[config.mk]
export PLATFORM = sky130hd
export DESIGN_NAME = pp_regif
export DESIGN_NICKNAME = d
export VERILOG_FILES = /design/src/rtl/pp_regif_pkg.sv /design/src/rtl/pp_addr_dec.sv /design/src/rtl/pp_ctl_reg.sv /design/src/rtl/pp_irq.sv /design/src/rtl/pp_regif.sv
export SDC_FILE = /design/constraint.sdc
export NUM_CORES = 1
export LEC_CHECK = 0
export BUFFER_PORTS_ARGS = -buffer_cell sky130_fd_sc_hd__buf_2
export CAP_MARGIN = 20
export CORE_ASPECT_RATIO = 1.2
export CORE_MARGIN = 3
export CORE_UTILIZATION = 50
export CTS_BUF_LIST = sky130_fd_sc_hd__clkbuf_16
export DETAILED_ROUTE_END_ITERATION = 16
export GPL_TIMING_DRIVEN = 0
export HOLD_SLACK_MARGIN = 0.06
export PLACE_DENSITY = 0.81
export SETUP_SLACK_MARGIN = 0.15
export SYNTH_ARGS = -nofsm -noshare
export SYNTH_HDL_FRONTEND = slang
export SYNTH_SLANG_ARGS = --single-unit
[constraint.sdc]
create_clock -name clk -period 3.01 [get_ports clk]
set_input_delay 0.4515 -clock clk [delete_from_list [all_inputs] [get_ports clk]]
set_output_delay 0.4515 -clock clk [all_outputs]
set_load 0.05 [all_outputs]
[src/rtl/pp_regif_pkg.sv]
`timescale 1ns/1ps
package pp_regif_pkg;
  localparam int BYTE_W = 8;
  localparam int OFS_W  = 3;

  localparam logic [OFS_W-1:0] OFS_DATA = 3'd0;
  localparam logic [OFS_W-1:0] OFS_STAT = 3'd1;
  localparam logic [OFS_W-1:0] OFS_CTL  = 3'd2;
  localparam logic [OFS_W-1:0] OFS_EPPA = 3'd3;
  localparam logic [OFS_W-1:0] OFS_EPPD = 3'd4;

  localparam int CTL_DIR_BIT   = 5;
  localparam int CTL_ACKIE_BIT = 4;
  localparam logic [BYTE_W-1:0] CTL_FIXED    = 8'hC0;
  localparam logic [BYTE_W-1:0] CTL_DIR_MASK = 8'h20;
  localparam logic [BYTE_W-1:0] HOLE_BYTE    = 8'hFF;
  localparam logic [15:0]       NARROW_BASE  = 16'h3BC;

  typedef struct packed {
    logic data;
    logic ctl;
    logic eppa;
    logic eppd;
  } wsel_t;

  typedef struct packed {
    logic data;
    logic stat;
    logic ctl;
    logic eppa;
    logic eppd;
  } rsel_t;
endpackage

[src/rtl/pp_addr_dec.sv]
`timescale 1ns/1ps
module pp_addr_dec
  import pp_regif_pkg::*;
#(
  parameter int NUM_OFFS = 8
) (
  input  logic [OFS_W-1:0] addr,
  input  logic             wr,
  input  logic             rd,
  output wsel_t            wsel,
  output rsel_t            rsel
);
  logic hit;
  assign hit = (int'(addr) < NUM_OFFS);

  always_comb begin
    wsel = '0;
    rsel = '0;
    if (hit) begin
      case (addr)
        OFS_DATA: begin wsel.data = wr; rsel.data = rd; end
        OFS_STAT: rsel.stat = rd;
        OFS_CTL:  begin wsel.ctl  = wr; rsel.ctl  = rd; end
        OFS_EPPA: begin wsel.eppa = wr; rsel.eppa = rd; end
        OFS_EPPD: begin wsel.eppd = wr; rsel.eppd = rd; end
        default: ;
      endcase
    end
  end
endmodule

[src/rtl/pp_ctl_reg.sv]
`timescale 1ns/1ps
module pp_ctl_reg
  import pp_regif_pkg::*;
(
  input  logic              clk,
  input  logic              rst_n,
  input  logic              wr_en,
  input  logic [BYTE_W-1:0] wdata,
  output logic [BYTE_W-1:0] ctl_q,
  output logic              reverse_q
);
  logic [BYTE_W-1:0] forced;
  logic              differs;

  assign forced  = wdata | CTL_FIXED;
  assign differs = (forced != ctl_q);

  always_ff @(posedge clk) begin
    if (!rst_n) begin
      ctl_q     <= CTL_FIXED;
      reverse_q <= 1'b0;
    end else if (wr_en && differs) begin
      reverse_q <= forced[CTL_DIR_BIT];
      ctl_q     <= forced & ~CTL_DIR_MASK;
    end
  end
endmodule

[src/rtl/pp_irq.sv]
`timescale 1ns/1ps
module pp_irq (
  input  logic clk,
  input  logic rst_n,
  input  logic ack_evt,
  input  logic enable,
  input  logic clear,
  output logic irq_q
);
  always_ff @(posedge clk) begin
    if (!rst_n)                irq_q <= 1'b0;
    else if (ack_evt && enable) irq_q <= 1'b1;
    else if (clear)            irq_q <= 1'b0;
  end
endmodule

[src/rtl/pp_regif.sv]
`timescale 1ns/1ps
module pp_regif
  import pp_regif_pkg::*;
#(
  parameter logic [15:0] BASE_ADDR = 16'h378
) (
  input  logic              clk,
  input  logic              rst_n,
  input  logic [OFS_W-1:0]  host_addr,
  input  logic              host_wr,
  input  logic              host_rd,
  input  logic [BYTE_W-1:0] host_wdata,
  output logic [BYTE_W-1:0] host_rdata,
  output logic              host_rvalid,
  output logic [BYTE_W-1:0] pd_out,
  input  logic [BYTE_W-1:0] pd_in,
  output logic              pd_reverse,
  output logic [BYTE_W-1:0] ctl_lines,
  input  logic [BYTE_W-1:0] status_in,
  input  logic              ack_evt,
  output logic              irq,
  output logic              epp_addr_wr,
  output logic              epp_data_wr,
  output logic              epp_addr_rd,
  output logic              epp_data_rd,
  output logic [BYTE_W-1:0] epp_wbyte
);
  localparam int NUM_OFFS = (BASE_ADDR == NARROW_BASE) ? 4 : 8;

  wsel_t             wsel;
  rsel_t             rsel;
  logic [BYTE_W-1:0] ctl_q;
  logic              rev_q;
  logic [BYTE_W-1:0] data_q;
  logic [BYTE_W-1:0] epp_byte_q;
  logic [BYTE_W-1:0] rdata_q;
  logic              rvalid_q;
  logic [3:0]        pulse_q;
  logic [BYTE_W-1:0] rd_mux;

  pp_addr_dec #(.NUM_OFFS(NUM_OFFS)) u_dec (
    .addr (host_addr),
    .wr   (host_wr),
    .rd   (host_rd),
    .wsel (wsel),
    .rsel (rsel)
  );

  pp_ctl_reg u_ctl (
    .clk       (clk),
    .rst_n     (rst_n),
    .wr_en     (wsel.ctl),
    .wdata     (host_wdata),
    .ctl_q     (ctl_q),
    .reverse_q (rev_q)
  );

  pp_irq u_irq (
    .clk     (clk),
    .rst_n   (rst_n),
    .ack_evt (ack_evt),
    .enable  (ctl_q[CTL_ACKIE_BIT]),
    .clear   (rsel.stat),
    .irq_q   (irq)
  );

  always_comb begin
    rd_mux = HOLE_BYTE;
    if (rsel.data)                   rd_mux = rev_q ? pd_in : data_q;
    else if (rsel.stat)              rd_mux = status_in;
    else if (rsel.ctl)               rd_mux = ctl_q | CTL_FIXED;
    else if (rsel.eppa || rsel.eppd) rd_mux = pd_in;
  end

  always_ff @(posedge clk) begin
    if (!rst_n) begin
      data_q     <= '0;
      epp_byte_q <= '0;
      rdata_q    <= '0;
      rvalid_q   <= 1'b0;
      pulse_q    <= '0;
    end else begin
      rvalid_q <= host_rd;
      if (host_rd) rdata_q <= rd_mux;
      if (wsel.data)                data_q <= host_wdata;
      else if (rsel.data && rev_q)  data_q <= pd_in;
      if (wsel.eppa || wsel.eppd)   epp_byte_q <= host_wdata;
      pulse_q <= {wsel.eppa, wsel.eppd, rsel.eppa, rsel.eppd};
    end
  end

  assign host_rdata  = rdata_q;
  assign host_rvalid = rvalid_q;
  assign pd_out      = data_q;
  assign pd_reverse  = rev_q;
  assign ctl_lines   = ctl_q;
  assign epp_wbyte   = epp_byte_q;
  assign epp_addr_wr = pulse_q[3];
  assign epp_data_wr = pulse_q[2];
  assign epp_addr_rd = pulse_q[1];
  assign epp_data_rd = pulse_q[0];
endmodule

### Word level (Yosys, flattened, before mapping)

Cells that the tools add are included.

| operators by class | value |
|---|---|
| divide/modulo/power cells | 0 |
| muxes and demuxes | 18 |
| reductions and logical operators | 8 |
| $lt $le $gt $ge | 0 |
| bitwise logic cells | 0 |
| $add $sub $neg | 0 |
| $mul | 0 |
| shift-type cells | 0 |
| eq/ne operators | 5 |

Operator list:

| operator | count |
|---|---|
| two-way mux 8 bit | 7 |
| two-way mux 1 bit | 11 |
| == test 3 x 2 -> 1 bit, second input constant | 2 |
| inequality test 6 x 5 -> 1 bit | 1 |
| nonzero test 2 bit | 2 |
| == test 3 x 1 -> 1 bit, second input constant | 1 |
| == test 3 bit, second input constant | 1 |
| logical AND 1 bit | 3 |
| zero test 3 bit | 1 |
| logical OR 1 bit | 2 |

| word-level totals | value |
|---|---|
| bits in registers | 36 |
| memories | 0 |
| bits of input ports | 32 |
| bits in latches | 0 |
| output and inout port bits | 39 |
| RAM bits | 0 |
| logic and storage cells | 39 |
| memory bits (read-only) | 0 |

### Logic depth before layout (Yosys ltp)

Gate-level depths: netlist of run 1.

| logic depth | value |
|---|---|
| depth after elaboration | 7 |
| gate-level depth with buffers | 7 |
| mapped depth without buffers | 4 |

### Cells and area by module

From an unflattened synthesis of run 1, not the netlist that was laid out.

| second synthesis, totals | value |
|---|---|
| cell total of the unflattened synthesis | 207 |
| area, all modules | 1849.3 µm² |

Modules (own cells, without submodules):

| module | cells each | seq. area each (µm²) | times used | area each (µm²) |
|---|---|---|---|---|
| pp_regif | 160 | 580.6 | 1 | 1383.8 |
| pp_ctl_reg | 34 | 120.1 | 1 | 322.8 |
| pp_addr_dec | 9 | 0.0 | 1 | 101.3 |
| pp_irq | 4 | 20.0 | 1 | 41.3 |

### Worst setup path after synthesis of run 1

OpenSTA, ideal clock, no wires.

| timing | value |
|---|---|
| path kind | reg2reg |
| from | reg u_ctl.ctl_q[3] |
| to | reg u_ctl.ctl_q[1] |
| arrival time | 1.564 ns |
| cell stages (with the launch flop) | 5 |
| period minus slack after synthesis | 1.681 ns |
| path slack | 1.329 ns |
| setup time | 0.117 ns |
| path buffers | 0 |
| data required time | 2.893 ns |
| cell sequence | dfxtp_1 -> xor2_1 -> nor4_2 -> a2111oi_2 -> a22o_1 |

| on the way | value |
|---|---|
| cells in the longest elaborated chain, start to end | 2 |

RTL lines:

| what | RTL line | RTL |
|---|---|---|
| start, declared | pp_ctl_reg.sv:9 | `output logic [BYTE_W-1:0] ctl_q,` |
| start signal, assigned | pp_ctl_reg.sv:24 | `ctl_q <= forced & ~CTL_DIR_MASK;` |
| inequality test 6 x 5 -> 1 bit | pp_ctl_reg.sv:16 | `assign differs = (forced != ctl_q);` |
| logical AND 1 bit | pp_ctl_reg.sv:22 | `end else if (wr_en && differs) begin` |

Every way passes these cells.
A chain may end at the register's enable or synchronous reset.

### Final worst setup path of run 1

| timing | value |
|---|---|
| from | reg u_ctl.ctl_q[4] |
| to | out ctl_lines[4] |

RTL lines:

| what | RTL line | RTL |
|---|---|---|
| end, declared | pp_regif.sv:18 | `output logic [BYTE_W-1:0] ctl_lines,` |

No word-level cell between the ends.

==> metrics.md, run 1 <==
| Metric | Value |
|---|---|
| Clk_lat worst skew | `approximately 0.28 ns` |
| Design area | `~2400 µm²` |
| Fin util | `0.696` |
| Synth Area in Adders | `0` |
| Pleak | `around 1.1 nW` |
| First-pass DRT Iterations | `4` |
| Die height | `73.0 µm` |
| Max clock buf depth | `2` |
| Antenna cell count | `0` |
| Yosys cell types | `40` |
| Final Max Slew Viols | `0` |
| Placer Congestion | `roughly 0.83` |
| Chip width | `about 62 µm` |
| Tmin final | `roughly 1.6 ns` |
| Worst path max stage delay | `between 0.4 and 0.5 ns` |
| CTS sink count | `36` |
| Syn Inst Count | `about 210` |
| PostCTS Resize Cnt | `0` |
| Max-slew headroom | `0.621` |
| Post-synthesis mux area share | `0.149` |
| CP Class | `reg2out` |
| Fmax | `around 0.63 GHz` |
| Port Buffer Count | `64` |
| Row count | `23` |
| Maximum vdd drop | `just under 0.4 mV` |
| Final Hold Fails | `0` |
| First-pass GRT wire length | `a little under 8000 µm` |
| Synth Area in XOR/XNOR | `0.0234` |
| Detailed Route WL | `between 5000 and 6000 µm` |
| Dpl cell area | `around 2200 µm²` |
| # IOs | `a little over 70` |
| Worst Setup Start Kind | `register` |
| CTS tree | `built` |
| Die ar. | `4510 µm²` |
| Clock transition at path regs | `0.05 ns` |
| RSZ-0062 raised after global routing | `false` |
| Layout cells sized above 1 | `0.367` |
| Synth Area in Simple Gates | `0.176` |
| Vias in the first global route | `between 1500 and 2000` |
| Hold/Removal Path Class | `in2reg` |
| Synth Area in Compound Gates | `0.179` |
| Vias per cell | `5.61` |
| Post-Route Skew | `0.00186 ns` |
| Post-synthesis sequential area ratio | `0.386` |
| Status | `finished clean` |
| Final setup viols | `0` |
| Max-capacitance violation count | `0` |
| HP Start | `ack_evt` |
| Crit path capture type | `primary output` |
| Syn Std Cell Area | `1870 µm²` |
| Fillcell total | `between 300 and 400` |
| Syn_area_per_cell | `a little over 9 µm²` |
| Detailed Route Iter0 Violations | `approximately 120` |
| DP Wirelength | `3700 µm` |
| Crit-path cells | `buf_4, buf_2` |
| Remaining antenna violation count | `0` |
| Post-route setup TNS | `0 ns` |
| Post-synthesis register bit count | `36` |
| Layout area overhead | `28.5%` |
| Ys Warns | `0` |
| Clock root cell | `clkbuf_16` |
| Most frequent cells in the layout | `buf_2 (66), nor2_1 (37), dfxtp_1 (36)` |
| CORE AREA | `around 3500 µm²` |
| Largest net degree at the start of global routing | `12` |
| Post-CTS setup buffer count | `0` |
| CTS Hold Bufs | `0` |
| Critical path required time | `~2.6 ns` |
| Main combinational cell family by area after synthesis | `compound AO/OA/AOI/OAI gates` |
| DRC Markers | `0` |
| Final worst-path cycle share | `0.527` |
| Setup crit start | `u_ctl.ctl_q[4]` |
| FF-to-FF Start | `u_ctl.ctl_q[3]` |
| Commonest non-fill, non-tap cell in the layout | `buf_2` |
| Num CTS Buffers | `5` |
| H-tree Lvls | `2` |
| Starting density of the core | `0.541` |
| Drt wl/cell | `about 16 µm` |
| Critical Path Slowest Stage Cell | `dfxtp_1` |
| Vias | `1766` |
| Worst slew pin tran | `between 0.5 and 0.6 ns` |
| Initial antenna violation count | `0` |
| Final net count | `slightly above 300` |
| PwrDens | `roughly 560 nW/µm²` |
| Crit path arrival time | `roughly 1.1 ns` |
| Worst-path fanout max | `5` |
| Total GRT Usage | `0.240` |
| Total grt overflow | `0` |
[state kept, by name, indices dropped and copies added (netlist names)]
| signal | cells |
|---|---|
| pd_out | 8 |
| epp_wbyte | 8 |
| u_ctl.ctl_q | 5 |
| pulse_q | 4 |
| u_ctl.reverse_q | 1 |
| u_irq.irq_q | 1 |
| host_rdata | 8 |
| host_rvalid | 1 |
[layout make-up]
| cell class | instances | area [µm²] | share of cell area |
|---|---|---|---|
| Multi-Input combinational cell | 147 | 998 | 0.416 |
| Sequential cell | 36 | 721 | 0.300 |
| Timing Repair Buffer | 64 | 320 | 0.133 |
| Buffer | 20 | 143 | 0.0594 |
| Clock buffer | 5 | 125 | 0.0521 |
| Tap cell | 37 | 46.3 | 0.0193 |
| Clock inverter | 3 | 37.5 | 0.0156 |
| Inverter | 3 | 11.3 | 0.00469 |
[critical path, delay by kind of cell (launching register included)]
kind                   cells  cell delay (ns)
buffers and inverters      2             0.39
flip-flops                 1             0.45
[power breakdown]
group / switching [mW] / internal, mW / total (mW)
registers: 0.0112 / 0.497 / 0.508
logic: 0.169 / 0.0805 / 0.249
clock network: 0.196 / 0.385 / 0.581
[cells by family after synthesis]
kind of cell | count (synthesis)
muxes | 27
buffers and inverters | 23
and+or+nand+nor | 62
other | 2
DFF | 36
xor gates and xnor gates | 5
AOI/OAI and AO/OA | 50
[through the flow]
stage | setup slack [ns] | total power [mW] | std cells | hold slack, ns
floorplan | 1.33 | 0.694 | 206 | 0.527
global route | 1.41 | 1.38 | 315 | 0.471
global placement | 1.26 | 0.761 | 307 | 0.471
detailed placement | 1.25 | 0.764 | 307 | 0.483
finish | 1.43 | 1.34 | 315 | 0.424
CTS | 1.43 | 1.34 | 315 | 0.424
[worst paths after layout]
path                    endpoint  slack [ns]  depth (start not counted)
hold / removal       u_irq.irq_q        0.42                          3
setup / recovery    ctl_lines[4]        1.43                          2
hold reg to reg     epp_wbyte[4]        0.49                          2
setup reg to reg  u_ctl.ctl_q[4]        1.53                          4
[Yosys cell counts]
master / count / area share
nor2_1: 37 / 0.074
dfxtp_1: 36 / 0.39
mux2i_1: 20 / 0.11
a21oi_1: 11 / 0.029
nand2_1: 10 / 0.020
o21ai_0: 8 / 0.021
a31oi_1: 7 / 0.023
mux2_2: 7 / 0.042
o22ai_1: 7 / 0.023
a211oi_1: 6 / 0.024
buf_4: 6 / 0.024
clkbuf_1: 6 / 0.012
xor2_1: 5 / 0.023
buf_6: 4 / 0.024
a22o_1: 3 / 0.014
inv_1: 3 / 0.0060
a211oi_2: 2 / 0.013
buf_2: 2 / 0.0054
conb_1: 2 / 0.0040
nand3b_1: 2 / 0.0080
nor2_2: 2 / 0.0067
a2111oi_2: 1 / 0.0080
a21bo_1: 1 / 0.0054
a22oi_1: 1 / 0.0040
a31o_2: 1 / 0.0047
and4bb_4: 1 / 0.0087
buf_8: 1 / 0.0080
clkbuf_2: 1 / 0.0027
nand2b_1: 1 / 0.0033
nand3_1: 1 / 0.0027
nand4b_1: 1 / 0.0047
nand4bb_1: 1 / 0.0060
nor2b_1: 1 / 0.0033
nor3_4: 1 / 0.0087
nor3b_1: 1 / 0.0040
nor4_2: 1 / 0.0067
nor4b_4: 1 / 0.013
o21a_1: 1 / 0.0040
o31ai_1: 1 / 0.0040
or3b_4: 1 / 0.0060
[per-layer routing]
layer | GRT usage | wire length, µm
met4 | 0.111 | 101
met2 | 0.369 | 2580
met3 | 0.0673 | 329
met1 | 0.306 | 2110
met5 | 0 | 0
Power figures use the tool's default switching activity.
==> run 2, diff against run 1 <==
--- a/config.mk
+++ b/config.mk
@@ -9,12 +9,12 @@
 export CAP_MARGIN = 20
 export CORE_ASPECT_RATIO = 1.2
 export CORE_MARGIN = 3
-export CORE_UTILIZATION = 50
+export CORE_UTILIZATION = 49
 export CTS_BUF_LIST = sky130_fd_sc_hd__clkbuf_16
 export DETAILED_ROUTE_END_ITERATION = 16
 export GPL_TIMING_DRIVEN = 0
 export HOLD_SLACK_MARGIN = 0.06
-export PLACE_DENSITY = 0.81
+export PLACE_DENSITY = 0.8
 export SETUP_SLACK_MARGIN = 0.15
 export SYNTH_ARGS = -nofsm -noshare
 export SYNTH_HDL_FRONTEND = slang
==> constraint.sdc (replaced) <==
create_clock -name clk -period 1.6 [get_ports clk]
set_input_delay 0.24 -clock clk [delete_from_list [all_inputs] [get_ports clk]]
set_output_delay 0.24 -clock clk [all_outputs]
set_load 0.05 [all_outputs]
==> run 2 against run 1 <==
  * Cell count up 5.1%
  * Flip-flop and latch count unchanged
  * Via count up 1.8%
  * Critical path type is now reg2reg
  * Largest power group is now registers
  * Highest routed layer unchanged
==> metrics.md, run 2 (synthesis gave the netlist of run 1 again) <==
| Metric | Value |
|---|---|
| Status | `finished clean (unchanged)` |
| Final setup viols | `0 (unchanged)` |
| Comb pwr share | `0.205 (was 0.186)` |
| R2R depth | `5 (was 4)` |
| Clock transition at path regs | `0.05 ns (about the same)` |
| Sequential power share | `0.406 (was 0.380)` |
| PwrDens | `948 nW/µm² (was 557 nW/µm²)` |
| Worst Setup Start Kind | `register (unchanged)` |
| Final Hold Fails | `0 (unchanged)` |
| Final Max Slew Viols | `0 (unchanged)` |
| CTS sink count | `36 (unchanged)` |
| Vias per cell | `5.43 (was 5.61)` |
| Dpl cell area | `2270 µm² (was 2240 µm²)` |
| CORE AREA | `3510 µm² (was 3450 µm²)` |
| Post-Route Skew | `0.00550 ns (was 0.00186 ns)` |
| Place WS | `0.0580 ns (was 1.25 ns)` |
| Placer Congestion | `0.881 (was 0.831)` |
| Hold/Removal Path Class | `in2reg (unchanged)` |
| Worst slew pin tran | `0.551 ns (was 0.568 ns)` |
| DP Wirelength | `3710 µm (was 3700 µm)` |
| NetSw | `0.699 mW (was 0.376 mW)` |
| Die ar. | `4600 µm² (was 4510 µm²)` |
| Max-slew headroom | `0.633 (was 0.621)` |
| Clk_lat worst skew | `0.28 ns (about the same)` |
| HP Start | `ack_evt (unchanged)` |
| Drt wl/cell | `15.9 µm (was 16.3 µm)` |
| Detailed Route Iter0 Violations | `81 (was 121)` |
| Tmin final | `1.42 ns` |
| Num CTS Buffers | `5 (unchanged)` |
| Largest net degree at the start of global routing | `11 (was 12)` |
| Row count | `23 (unchanged)` |
| Maximum vdd drop | `0.648 mV (was 0.389 mV)` |
| Hold depth | `3 (unchanged)` |
| Fmax | `0.706 GHz` |
| Critical path required time | `1.76 ns (was 2.56 ns)` |
| Clock root cell | `clkbuf_16 (unchanged)` |
| RR Endpoint | `u_ctl.ctl_q[1] (was u_ctl.ctl_q[4])` |
| Starting density of the core | `0.532 (was 0.541)` |
| H-tree Lvls | `2 (unchanged)` |
| Initial antenna violation count | `0 (unchanged)` |
| Layout cells sized above 1 | `0.409 (was 0.367)` |
| Chip width | `62.4 µm (was 61.8 µm)` |
| Final worst-path cycle share | `0.885` |
| Detailed Route WL | `5260 µm (was 5120 µm)` |
| Hold EP | `u_irq.irq_q (unchanged)` |
| CTS tree | `built (unchanged)` |
| Int Pwr | `1.65 mW (was 0.962 mW)` |
| Max-capacitance violation count | `0 (unchanged)` |
| Commonest non-fill, non-tap cell in the layout | `buf_2 (unchanged)` |
| # IOs | `71 (unchanged)` |
| FF-to-FF Start | `u_ctl.ctl_q[3] (unchanged)` |
| Layout area overhead | `32.3% (was 28.5%)` |
| Final net count | `313 (was 309)` |
| Crit path capture type | `register (was primary output)` |
| Final non-filler cell total | `331 (was 315)` |
| Final setup margin | `0.184 ns (was 1.43 ns)` |
| Total grt overflow | `0 (unchanged)` |
| Port Buffer Count | `64 (unchanged)` |
| Max clock buf depth | `2 (unchanged)` |
| Design area | `2470 µm² (was 2400 µm²)` |
| Fillcell total | `297 (was 304)` |
| Most frequent cells in the layout | `buf_2 (66), nor2_1 (37), dfxtp_1 (30) (was buf_2 (66), nor2_1 (37), dfxtp_1 (36))` |
| Crit path arrival time | `1.58 ns (was 1.13 ns)` |
| Remaining antenna violation count | `0 (unchanged)` |
| Worst-path fanout max | `4 (was 5)` |
| RSZ-0062 raised after global routing | `true (was false)` |
| Die height | `73.7 µm (was 73.0 µm)` |
| Total GRT Usage | `0.229 (was 0.240)` |
| Clock Power Share | `0.389 (was 0.434)` |
| CP Class | `reg2reg (was reg2out)` |
| Vias in the first global route | `1623 (was 1645)` |
| Fin util | `0.704 (was 0.696)` |
| Reg2Reg Setup Slack | `0.18 ns (was 1.53 ns)` |
| First-pass GRT wire length | `8060 µm (was 7860 µm)` |
| DRC Markers | `0 (unchanged)` |
| CTS Hold Bufs | `0 (unchanged)` |
| Pleak | `1.14 nW (was 1.12 nW)` |
| First-pass DRT Iterations | `5 (was 4)` |
| Sw Ratio | `0.298 (was 0.281)` |
| Post-route setup TNS | `0 ns (unchanged)` |
| Vias | `1798 (was 1766)` |
| Placed Cells incl. Taps | `320 (was 307)` |
| Antenna cell count | `0 (unchanged)` |
[run 2: cell types whose count changed in the layout (fill, tap and decap cells not counted), sizes merged]
cell and change:
buf +4, bufinv -1, clkinv -1, inv +1
[run 2: power by group through the flow]
stage | clock network (mW) | registers (mW) | logic (mW)
finish | 0.912 | 0.951 | 0.481
global route | 0.967 | 0.955 | 0.511
CTS | 0.919 | 0.953 | 0.473
detailed placement | 0 | 0.972 | 0.465
global placement | 0 | 0.971 | 0.459
floorplan | 0 | 1.10 | 0.205
[run 2: worst max path at each step]
stage                         startpoint              to  slack [ns]  cells after the start
after floorplan           u_ctl.ctl_q[3]  u_ctl.ctl_q[1]        0.16                      4
after global placement      host_addr[0]       pd_out[6]        0.07                      7
after detailed placement    host_addr[0]       pd_out[6]        0.06                      7
after CTS                 u_ctl.ctl_q[4]  u_ctl.ctl_q[4]        0.22                      5
after global routing      u_ctl.ctl_q[4]  u_ctl.ctl_q[4]        0.13                      5
final                     u_ctl.ctl_q[3]  u_ctl.ctl_q[1]        0.18                      5
[run 2: timing repair]
item	4_1_cts	5_1_grt
buffers inserted	1	3
pin swaps	1	4
resized for setup	2	5
setup endpoints to repair	3	3
[run 2: cell type report]
| type | instances | area (µm²) | area share |
|---|---|---|---|
| flip-flops and latches | 36 | 738 | 0.299 |
| clock buffers | 5 | 125 | 0.0506 |
| plain buffers | 20 | 143 | 0.0577 |
| clock inverters | 2 | 8.76 | 0.00354 |
| well taps | 50 | 62.6 | 0.0253 |
| repair buffers | 68 | 350 | 0.142 |
| multi-input cells | 147 | 1030 | 0.418 |
| inverters | 3 | 11.3 | 0.00455 |
[run 2: layer usage]
layer / global-route usage / up-vias / share of wire
li1: - / 862 / -
met1: 0.271 / 863 / 0.41
met2: 0.395 / 67 / 0.51
met3: 0.0596 / 6 / 0.068
met4: 0.0980 / 0 / 0.012
met5: 0 / - / 0
[run 2: per-stage QoR]
step	power, mW	hold WS (ns)
after floorplan	1.30	0.372
after global placement	1.43	0.470
after detailed placement	1.44	0.482
after CTS	2.35	0.223
after global routing	2.43	0.253
final	2.34	0.221
[run 2: worst max-delay path, stage by stage, from the launching register on]
cell       delay, ns
dfxtp_4         0.36
xor2_2          0.17
nor4_2          0.27
buf_4           0.18
a2111oi_4       0.07
a22o_1          0.25
